**src/rtl/irq_req_latch_pkg.sv**
```systemverilog
package irq_req_latch_pkg;

  typedef struct packed {
    logic pend;
    logic last;
    logic fresh;
  } line_state_t;

  // Apply the per-instance write mask to a trigger-select write.
  function automatic logic [7:0] mask_write(input logic [7:0] data, input logic [7:0] msk);
    return data & msk;
  endfunction

  // Next state of one request line for one clock edge.
  function automatic line_state_t line_next(
    input logic req,
    input logic level_mode,
    input logic ack_hit,
    input logic ctl_rst,
    input logic pend_q,
    input logic last_q
  );
    line_state_t n;
    logic rise;
    n.pend  = pend_q;
    n.last  = last_q;
    n.fresh = 1'b0;
    if (ctl_rst) begin
      n.last = 1'b0;
      n.pend = pend_q & level_mode;
    end else if (level_mode) begin
      n.pend = req;
      n.last = req;
    end else begin
      rise = req & ~last_q;
      if (rise) n.pend = 1'b1;
      else if (ack_hit) n.pend = 1'b0;
      n.last = req;
    end
    n.fresh = n.pend & ~pend_q;
    return n;
  endfunction

endpackage

```
**src/rtl/irq_trig_reg.sv**
```systemverilog
module irq_trig_reg #(
  parameter int NUM_LINES = 8,
  parameter logic [NUM_LINES-1:0] WR_MASK = 8'hF8
) (
  input  logic                 clk,
  input  logic                 rst_n,
  input  logic                 wr,
  input  logic [NUM_LINES-1:0] wdata,
  output logic [NUM_LINES-1:0] sel
);
  logic [NUM_LINES-1:0] sel_q;

  always_ff @(posedge clk or negedge rst_n) begin
    if (!rst_n) sel_q <= '0;
    else if (wr) sel_q <= wdata & WR_MASK;
  end

  assign sel = sel_q;
endmodule

```
**src/rtl/irq_line_cell.sv**
```systemverilog
module irq_line_cell
  import irq_req_latch_pkg::*;
(
  input  logic clk,
  input  logic rst_n,
  input  logic req,
  input  logic level_mode,
  input  logic ack_hit,
  input  logic ctl_rst,
  output logic pend,
  output logic fresh,
  output logic rise_evt
);
  logic        pend_q, last_q, fresh_q;
  line_state_t nxt;

  always_comb nxt = line_next(req, level_mode, ack_hit, ctl_rst, pend_q, last_q);

  always_ff @(posedge clk or negedge rst_n) begin
    if (!rst_n) begin
      pend_q  <= 1'b0;
      last_q  <= 1'b0;
      fresh_q <= 1'b0;
    end else begin
      pend_q  <= nxt.pend;
      last_q  <= nxt.last;
      fresh_q <= nxt.fresh;
    end
  end

  assign pend     = pend_q;
  assign fresh    = fresh_q;
  assign rise_evt = ~ctl_rst & ~level_mode & req & ~last_q;
endmodule

```
**src/rtl/irq_req_latch.sv**
```systemverilog
module irq_req_latch #(
  parameter int NUM_LINES = 8,
  parameter logic [NUM_LINES-1:0] WR_MASK = 8'hF8,
  localparam int IDX_W = (NUM_LINES > 1) ? $clog2(NUM_LINES) : 1
) (
  input  logic                 clk,
  input  logic                 rst_n,
  input  logic [NUM_LINES-1:0] req_in,
  input  logic                 trig_wr,
  input  logic [NUM_LINES-1:0] trig_wdata,
  input  logic                 ack_en,
  input  logic [IDX_W-1:0]     ack_idx,
  input  logic                 ctl_reset,
  output logic [NUM_LINES-1:0] pend,
  output logic [NUM_LINES-1:0] trig_sel,
  output logic [NUM_LINES-1:0] new_set
);
  logic [NUM_LINES-1:0] ack_hit;
  logic [NUM_LINES-1:0] rise_evt;

  irq_trig_reg #(.NUM_LINES(NUM_LINES), .WR_MASK(WR_MASK)) u_trig (
    .clk(clk), .rst_n(rst_n), .wr(trig_wr), .wdata(trig_wdata), .sel(trig_sel)
  );

  for (genvar i = 0; i < NUM_LINES; i++) begin : g_line
    assign ack_hit[i] = ack_en && (ack_idx == IDX_W'(i));
    irq_line_cell u_cell (
      .clk(clk), .rst_n(rst_n), .req(req_in[i]), .level_mode(trig_sel[i]),
      .ack_hit(ack_hit[i]), .ctl_rst(ctl_reset),
      .pend(pend[i]), .fresh(new_set[i]), .rise_evt(rise_evt[i])
    );
  end
endmodule

```
**config.mk**
```make
export PLATFORM = sky130hd
export DESIGN_NAME = irq_req_latch
export DESIGN_NICKNAME = d
export VERILOG_FILES = /design/src/rtl/irq_req_latch_pkg.sv /design/src/rtl/irq_trig_reg.sv /design/src/rtl/irq_line_cell.sv /design/src/rtl/irq_req_latch.sv
export SDC_FILE = /design/constraint.sdc
export NUM_CORES = 1
export LEC_CHECK = 0
export BUFFER_PORTS_ARGS = -buffer_cell sky130_fd_sc_hd__buf_2
export CAP_MARGIN = 10
export CELL_PAD_IN_SITES_DETAIL_PLACEMENT = 1
export CELL_PAD_IN_SITES_GLOBAL_PLACEMENT = 1
export CORE_MARGIN = 2
export CORE_UTILIZATION = 37
export CTS_BUF_LIST = sky130_fd_sc_hd__clkbuf_16
export DETAILED_ROUTE_END_ITERATION = 12
export PLACE_DENSITY_LB_ADDON = 0.1
export SETUP_SLACK_MARGIN = 0.1
export SLEW_MARGIN = 10
export SYNTH_ARGS = -nofsm -noshare
export SYNTH_HDL_FRONTEND = slang
export SYNTH_SLANG_ARGS = --single-unit
```
**constraint.sdc**
```tcl
create_clock -name clk -period 0.9 [get_ports clk]
set_input_delay 0.18 -clock clk [delete_from_list [all_inputs] [get_ports clk]]
set_output_delay 0.18 -clock clk [all_outputs]
set_load 0.005 [all_outputs]
```
Word level (Yosys, flattened, before mapping)
Cells that the tools add are included.
Operators by class
  reduce and logical (&&, ||, !) cells: 9
  add/sub/neg operators: 0
  div/mod/pow operators: 0
  magnitude comparators: 0
  shifts and indexed selects: 0
  multiplexer cells: 29
  equal/unequal tests: 7
  bitwise operators: 37
  $mul: 0
Operators with widths (number)
  2-bit two-way mux: 13
  1-bit AND: 21
  1-bit two-way mux: 16
  1-bit NOT: 16
  3-bit equality test (second input constant): 4
  1-bit logical AND: 8
  3-bit by 2-bit equality test with 1-bit output (second input constant): 2
  3-bit by 1-bit equality test with 1-bit output (second input constant): 1
  3-bit logical NOT: 1
Storage, ports and cells
  bits in read-only memories: 0
  flip-flop bits (word level): 29
  output and inout bits: 24
  latch bits: 0
  memories kept: 0
  word-level logic and storage cells: 107
  memory bits (writable): 0
  input port bits: 24

Logic depth before layout (Yosys ltp)
Gate-level depths: netlist of the first run.
  depth after elaboration: 7
  mapped depth: 4
  depth with buffers taken out: 3

Cells and area by module
A second synthesis of the first run with hierarchy kept.
Second synthesis, totals
  cells, all modules: 110
  area total of the unflattened synthesis: 1355.0 µm²
By module, submodules not included
  irq_line_cell: cells each 11, area an instance 131.4 µm², instances 8
  irq_trig_reg: cells each 14, area an instance 207.7 µm², instances 1
  irq_req_latch: cells each 8, area an instance 96.3 µm², instances 1

Worst setup path before layout of the first run
OpenSTA, ideal clock, no wires.
  path kind: register to register
  from: reg u_trig.sel_q[7] (netlist: u_trig.sel[7])
  to: reg g_line[7].u_cell.pend_q
  path slack: 95 ps
  arrival: 675 ps
  clock period less this slack: 805 ps
  stages on the path, launching flop included: 3
  library setup time: 130 ps
  path through: dfrtp_1 o21ai_0 nand3_1
RTL lines
  start, declared: line irq_trig_reg.sv:11  | logic [NUM_LINES-1:0] sel_q;
  start signal, assigned: line irq_trig_reg.sv:15  | else if (wr) sel_q <= wdata & WR_MASK;
  end signal, assigned: line irq_line_cell.sv:25  | pend_q <= nxt.pend;
  end, declared: line irq_line_cell.sv:14  | logic pend_q, last_q, fresh_q;

Worst setup path in the final report of the first run
  from: reg g_line[5].u_cell.pend_q
  to: out pend[5]
RTL lines
  start, declared: line irq_line_cell.sv:14
  start signal, assigned: line irq_line_cell.sv:25
  end, declared: line irq_req_latch.sv:14  | output logic [NUM_LINES-1:0] pend,
No word-level cell between the ends.

==> results of run 1 <==
[state kept, by name, indices dropped and copies added (netlist names)]
signal and cells:
g_line.u_cell.last_q 8, g_line.u_cell.pend 8, g_line.u_cell.fresh 8, u_trig.sel 5
[cell usage in the layout, fill, tap and decap left out, types with 3 or more instances in the layout]
master	instances
nand3_2	5
dfrtp_1	29
clkbuf_16	5
buf_2	38
o21ai_1	3
buf_4	12
inv_1	5
mux2_4	4
nand3_1	5
o21ai_4	4
conb_1	3
buf_6	14
nor3b_2	6
nor2b_4	5
nor2_1	4
nand2b_1	4
[how the worst min path moves through the flow]
stage,slack [ns],depth (start not counted),end
global route,0.14,2,u_trig.sel[7]
finish,0.14,2,u_trig.sel[6]
detailed placement,0.03,1,g_line[2].u_cell.fresh
global placement,0.03,1,g_line[2].u_cell.last_q
floorplan,-0.12,0,g_line[0].u_cell.fresh
CTS,0.13,2,u_trig.sel[6]
[stage by stage]
stage | setup WS, ns | total power [mW] | TNS [ns] | utilization | hold slack [ns]
detailed placement | -0.0143 | 1.94 | -0.0182 | 0.426 | 0.0321
finish | -0.167 | 3.77 | -1.54 | 0.558 | 0.137
global placement | -0.00519 | 1.92 | -0.00519 | 0.426 | 0.0278
CTS | -0.169 | 3.74 | -1.64 | 0.532 | 0.130
global route | -0.197 | 3.98 | -2.44 | 0.558 | 0.136
floorplan | 0.102 | 1.80 | 0 | - | -0.116
[logic make-up after synthesis]
| family | count (synthesis) | synth area share |
|---|---|---|
| muxes | 5 | 0.0402 |
| DFF | 29 | 0.518 |
| and+or+nand+nor | 40 | 0.212 |
| other | 1 | 0.00268 |
| buffers and inverters | 32 | 0.158 |
| AOI/OAI and AO/OA | 15 | 0.0696 |
[worst max-delay path, stage by stage, from the launching register on]
cell and delay (ns):
dfrtp_1 0.38, buf_6 0.13, buf_6 0.10
[area by class of cell]
cell class / count / area, sq um
timing repair buffer: 67 / 488
tap: 48 / 60.1
inverter: 6 / 22.5
fill: 395 / 1620
multi-input combinational: 63 / 609
clock inverter: 3 / 12.5
sequential: 29 / 726
clock buffer: 5 / 125
[power breakdown]
group	switching [mW]	leakage, nW	internal [mW]
Clock	0.560	0.0687	0.995
Combinational	0.321	0.577	0.429
Sequential	0.0563	0.369	1.41
Total	0.937	1.02	2.83
[layer usage]
metal | vias up | part of all wire | track usage
met4 | 0 | 0.021 | 0.117
met1 | 519 | 0.39 | 0.186
met5 | - | 0 | 0
met3 | 6 | 0.052 | 0.0514
li1 | 479 | - | -
met2 | 23 | 0.54 | 0.296
[what timing repair did]
item	CTS	global route
pin swaps	9	7
setup buffers	14	5
gates resized for setup	33	14
hold endpoints to repair	29	0
setup endpoints to repair	33	40
hold buffers	1	0
==> summary.txt, run 1 <==
Power and ir drop
  • Leak Pwr: 1.02 nW
  • Worst vdd ir: 0.00136 V
  • Power density over the cells: 1850 mW/mm^2

Placement
  • Port Buffers: 41
  • DP HPWL: 2.06 mm
  • Placed cell count: 195
  • GPL Wtd Cong: 0.733
  • Dpl cell area: 0.00156 sq mm

Clock tree
  • TritonCTS buffer count: 5
  • CTS tree: built
  • Total clock sinks: 29
  • Worst-Skew Late Latency: 0.28 ns
  • H-tree depth: 2
  • CTS root buffer: clkbuf_16
  • Clock Tree Buf Depth: 2
  • Clock Pin Slew Worst Setup and Hold Paths: 0.05 ns

Worst setup path
  • CP Data Arrival Time: 0.89 ns
  • Critical path type: flip-flop to output port
  • R2r startpoint: g_line[4].u_cell.pend
  • Worst setup SP type: flip-flop
  • Peak fanout along the critical path: 2
  • Critical path endpoint: pend[5]
  • Critical path origin: g_line[5].u_cell.pend
  • FF-to-FF setup slack: -0.03 ns
  • Crit path capture type: output port
  • Worst path required time: 0.72 ns
  • Number of cells on the worst reg-to-reg path: 4
  • Reg2reg end: g_line[4].u_cell.pend

GRT
  • GRT Util Overall: 0.174
  • Antenna violations before repair: 0
  • Vias in the first global route: 1172
  • Largest net degree at the start of global routing: 17
  • GR Overflow Total: 0
  • First-pass GRT wire length: 5.35 mm

Routing
  • Iter 0 DRT Violations: 16
  • DRC Markers: 0
  • DR vias/cell: 4.65
  • Wire per inst: 14.7 um
  • Drt total wl: 3.24 mm
  • Vias: 1027
  • Pre-antenna DRT Iters: 2
  • ANT nets after route: 0

Logic synthesis
  • Largest area contributor in the netlist: dfrtp_1
  • Post-synthesis cell type count: 24
  • Synth Cell Area: 0.00140 sq mm
  • Cell with the most instances after synthesis: dfrtp_1
  • Post-synth EDFFs: 0
  • Synth top cells by count: dfrtp_1, buf_4, nand3_1, nor2_1
  • Top_reg_cell synth: dfrtp_1
  • Yosys warns: 0
  • Synthesized instance count: 122
  • Area contributors post-synth: dfrtp_1, buf_4, nor2b_4, mux2_2, nand3_1
  • FF+latch count, synth: 29
  • Post-synth ARST share: 1.00
  • Sequential area share after synthesis: 0.518
  • Synth top area share: 0.518
  • Mean post-synth cell area: 11.5 sq um

Die
  • Die Area: 0.00430 sq mm
  • Io pins: 48
  • Row cnt: 22
  • Die H: 65.5 um
  • Die X-Extent: 65.5 um
  • Initial core utilization: 0.383
  • Core area: 0.00366 sq mm

Layout
  • Fin cells: 221
  • Area Overhead vs Synth: 45.8%
  • Final nets: 196
  • Post-route cell area: 0.00204 sq mm
  • Ant. Diodes: 0
  • Share of cells above drive strength 1: 0.630

Timing
  • Fin. max-slew vios: 0
  • Unrepaired setup endpoints after global routing: true
  • # setup viols final: 24
  • Final setup margin: -0.167 ns
  • Max Clock Skew: 0.00351 ns
  • Fin. Hold Viols: 0
  • FMAX: 0.938 GHz
  • Tmin final: 1.07 ns
  • Ratio of final minimum period to clock period: 1.19

Outcome
  • Failing checks: setup timing
  • Outcome: finished with violations

Job
  • Max_cap viols: 0

Min path
  • Worst min path class: primary input to flip-flop
  • Hold wc startpoint: trig_wdata[6]
Power figures use the tool's default switching activity.
==> run 2: changes to the inputs <==
- ABC_AREA: unset -> 1
- CORE_UTILIZATION: 37 -> 35
- RECOVER_POWER: unset -> 100
==> run 2 against run 1 <==
Net effect: the run still ends with setup timing left; die area up 7.2%; worst hold slack worse by 0.011 ns; setup slack better by 0.016 ns; via count up 13%; wire length up 5.3%; design area down 9.7%; synthesized cell count up 44%; combinational power down 23%; critical path depth unchanged; clock power down 4%.
==> summary.txt, run 2 <==
Logic synthesis
  • Adder-cell area share of the yosys netlist: 0
  • Synth top cells by count: inv_1, nand2_1, dfrtp_1, nor2_1, buf_4
  • Yosys warns: 0
  • FF+latch count, synth: 29
  • Compound-Gate Fraction of Synth Area: 0.0175
  • Synth top area share: 0.508
  • Largest area contributor in the netlist: dfrtp_1
  • Post-synthesis simple-gate area fraction: 0.235
  • Post-synth EDFFs: 0
  • Sequential area share after synthesis: 0.508
  • Synthesized instance count: 176
  • Mean post-synth cell area: 8.11 sq um
  • Area contributors post-synth: dfrtp_1, buf_4, inv_1, nand2_1, nor2_1
  • Synth Cell Area: 0.00143 sq mm
  • Xor/xnor share of the synthesized area: 0
  • Post-synth ARST share: 1.00
  • Top_reg_cell synth: dfrtp_1
  • Largest family of logic cells by synthesized area: buffers and inverters
  • Post-synthesis mux area share: 0
  • Post-synthesis cell type count: 12

Worst setup path
  • CP Data Arrival Time: 0.87 ns
  • Critical path type: flip-flop to output port
  • Peak fanout along the critical path: 2
  • Worst setup SP type: flip-flop
  • Crit path capture type: output port
  • Worst path required time: 0.72 ns

Job
  • Max_cap viols: 0

Die
  • Io pins: 48
  • Die H: 67.9 um
  • Die X-Extent: 67.9 um
  • Core area: 0.00397 sq mm
  • Row cnt: 23
  • Die Area: 0.00461 sq mm
  • Initial core utilization: 0.359

Routing
  • Vias: 1165
  • Iter 0 DRT Violations: 47
  • Drt total wl: 3.41 mm
  • ANT nets after route: 0
  • Wire per inst: 12.7 um
  • DRC Markers: 0
  • Pre-antenna DRT Iters: 4
  • DR vias/cell: 4.35

Placement
  • Dpl cell area: 0.00157 sq mm
  • Port Buffers: 41
  • Worst slack at placement: -0.0863 ns
  • GPL Wtd Cong: 0.776
  • Placed cell count: 250
  • DP HPWL: 2.32 mm

Outcome
  • Failing checks: setup timing
  • Outcome: finished with violations

Layout
  • Fin cells: 268
  • Final nets: 242
  • Most frequent cells in the layout: buf_2, inv_1, nand2_1, dfrtp_1, nor2_1
  • Share of cells above drive strength 1: 0.381
  • Fillers: 510
  • Commonest non-fill, non-tap cell in the layout: buf_2
  • Post-route cell area: 0.00185 sq mm
  • Area Overhead vs Synth: 29.3%
  • Ant. Diodes: 0

GRT
  • Largest net degree at the start of global routing: 30
  • Antenna violations before repair: 0
  • Vias in the first global route: 1216
  • GRT Util Overall: 0.167
  • First-pass GRT wire length: 5.51 mm
  • GR Overflow Total: 0

Timing
  • Fin. Hold Viols: 0
  • Ratio of final minimum period to clock period: 1.17
  • Hold WS: 0.126 ns
  • Max Clock Skew: 0.00132 ns
  • Final setup margin: -0.150 ns
  • FMAX: 0.952 GHz
  • Slew of the pin with the lowest slew margin: 0.538 ns
  • # setup viols final: 31
  • Fin. max-slew vios: 0
  • Max-slew headroom: 0.642
  • Unrepaired setup endpoints after global routing: true
  • Tmin final: 1.05 ns

Power and ir drop
  • Net Sw Power: 0.880 mW
  • Logic pwr share: 0.163
  • Worst vdd ir: 0.000947 V
  • Power density over the cells: 1930 mW/mm^2
  • Pint: 2.68 mW
  • Reg power frac: 0.417
  • Leak Pwr: 1.09 nW
  • Tot Pwr: 3.56 mW
  • Switching part of the total: 0.247
  • Clk pwr share: 0.420

Clock tree
  • CTS root buffer: clkbuf_16
  • CTS tree: built
  • TritonCTS buffer count: 5
  • Clock Pin Slew Worst Setup and Hold Paths: 0.05 ns
  • Worst-Skew Late Latency: 0.27 ns
  • Clock Tree Buf Depth: 2
  • Total clock sinks: 29
  • H-tree depth: 2

Min path
  • Worst min path class: primary input to flip-flop
[run 2: changes by cell type after synthesis, sizes merged, moves of 5 or more]
cell	change
inv	+29
mux2	-5
nand2	+33
nor2	+22
nor2b	-8
nor3b	-8
[run 2: layer usage]
layer / routed length, um / GRT usage / up-vias
met5: 0 / 0 / -
met4: 50 / 0.0750 / 0
met3: 156 / 0.0461 / 4
met2: 1790 / 0.286 / 28
met1: 1410 / 0.194 / 558
li1: - / - / 575
[run 2: cell type report]
cell class	instances	area (sq um)	share of cell area
multi-input cells	87	429	0.233
clock buffers	5	125	0.0678
repair buffers	60	364	0.197
inverters	35	131	0.0712
well taps	50	62.6	0.0339
clock inverters	2	7.51	0.00407
flip-flops and latches	29	726	0.393
[run 2: what timing repair did]
item	4_1_cts	5_1_grt
endpoints found under the setup margin	31	37
buffers inserted	10	2
gates resized for setup	17	21
pin swaps	8	7
endpoints found under the hold margin	29	0
hold buffers	1	0
gates cloned	0	0
[run 2: kinds of logic after synthesis]
logic type | Yosys count
other | 1
AOI/OAI and AO/OA | 5
DFF | 29
and+or+nand+nor | 79
buffers and inverters | 62
[run 2: critical path: stages, from the launching register on]
cell and delay, ns:
dfrtp_1 0.39, buf_6 0.12, buf_6 0.10
[run 2: final timing paths]
kind                                       start                 endpoint  slack [ns]  cells after the start
max in group asynchronous                  rst_n  g_line[1].u_cell.last_q        0.15                      3
max                                u_trig.sel[5]              trig_sel[5]       -0.15                      2
max reg2reg                        u_trig.sel[5]   g_line[5].u_cell.fresh       -0.11                      7
min reg2reg                g_line[7].u_cell.pend   g_line[7].u_cell.fresh        0.48                      1
min in group asynchronous                  rst_n   g_line[4].u_cell.fresh        0.46                      3
min                                trig_wdata[7]            u_trig.sel[7]        0.13                      3
[run 2: stage by stage]
step | setup TNS (ns) | util
after detailed placement | -0.555 | 0.395
after floorplan | 0 | -
after CTS | -1.66 | 0.460
after global routing | -3.48 | 0.465
after global placement | -0.278 | 0.395
final | -1.79 | 0.465
[run 2: power groups by stage]
stage	clock network [mW]	logic, mW	registers [mW]
4_1_cts	1.53	0.574	1.48
5_1_grt	1.61	0.662	1.50
3_3_place_gp	0	0.438	1.50
3_5_place_dp	0	0.457	1.51
2_1_floorplan	0	0.348	1.49
6_report	1.49	0.582	1.48
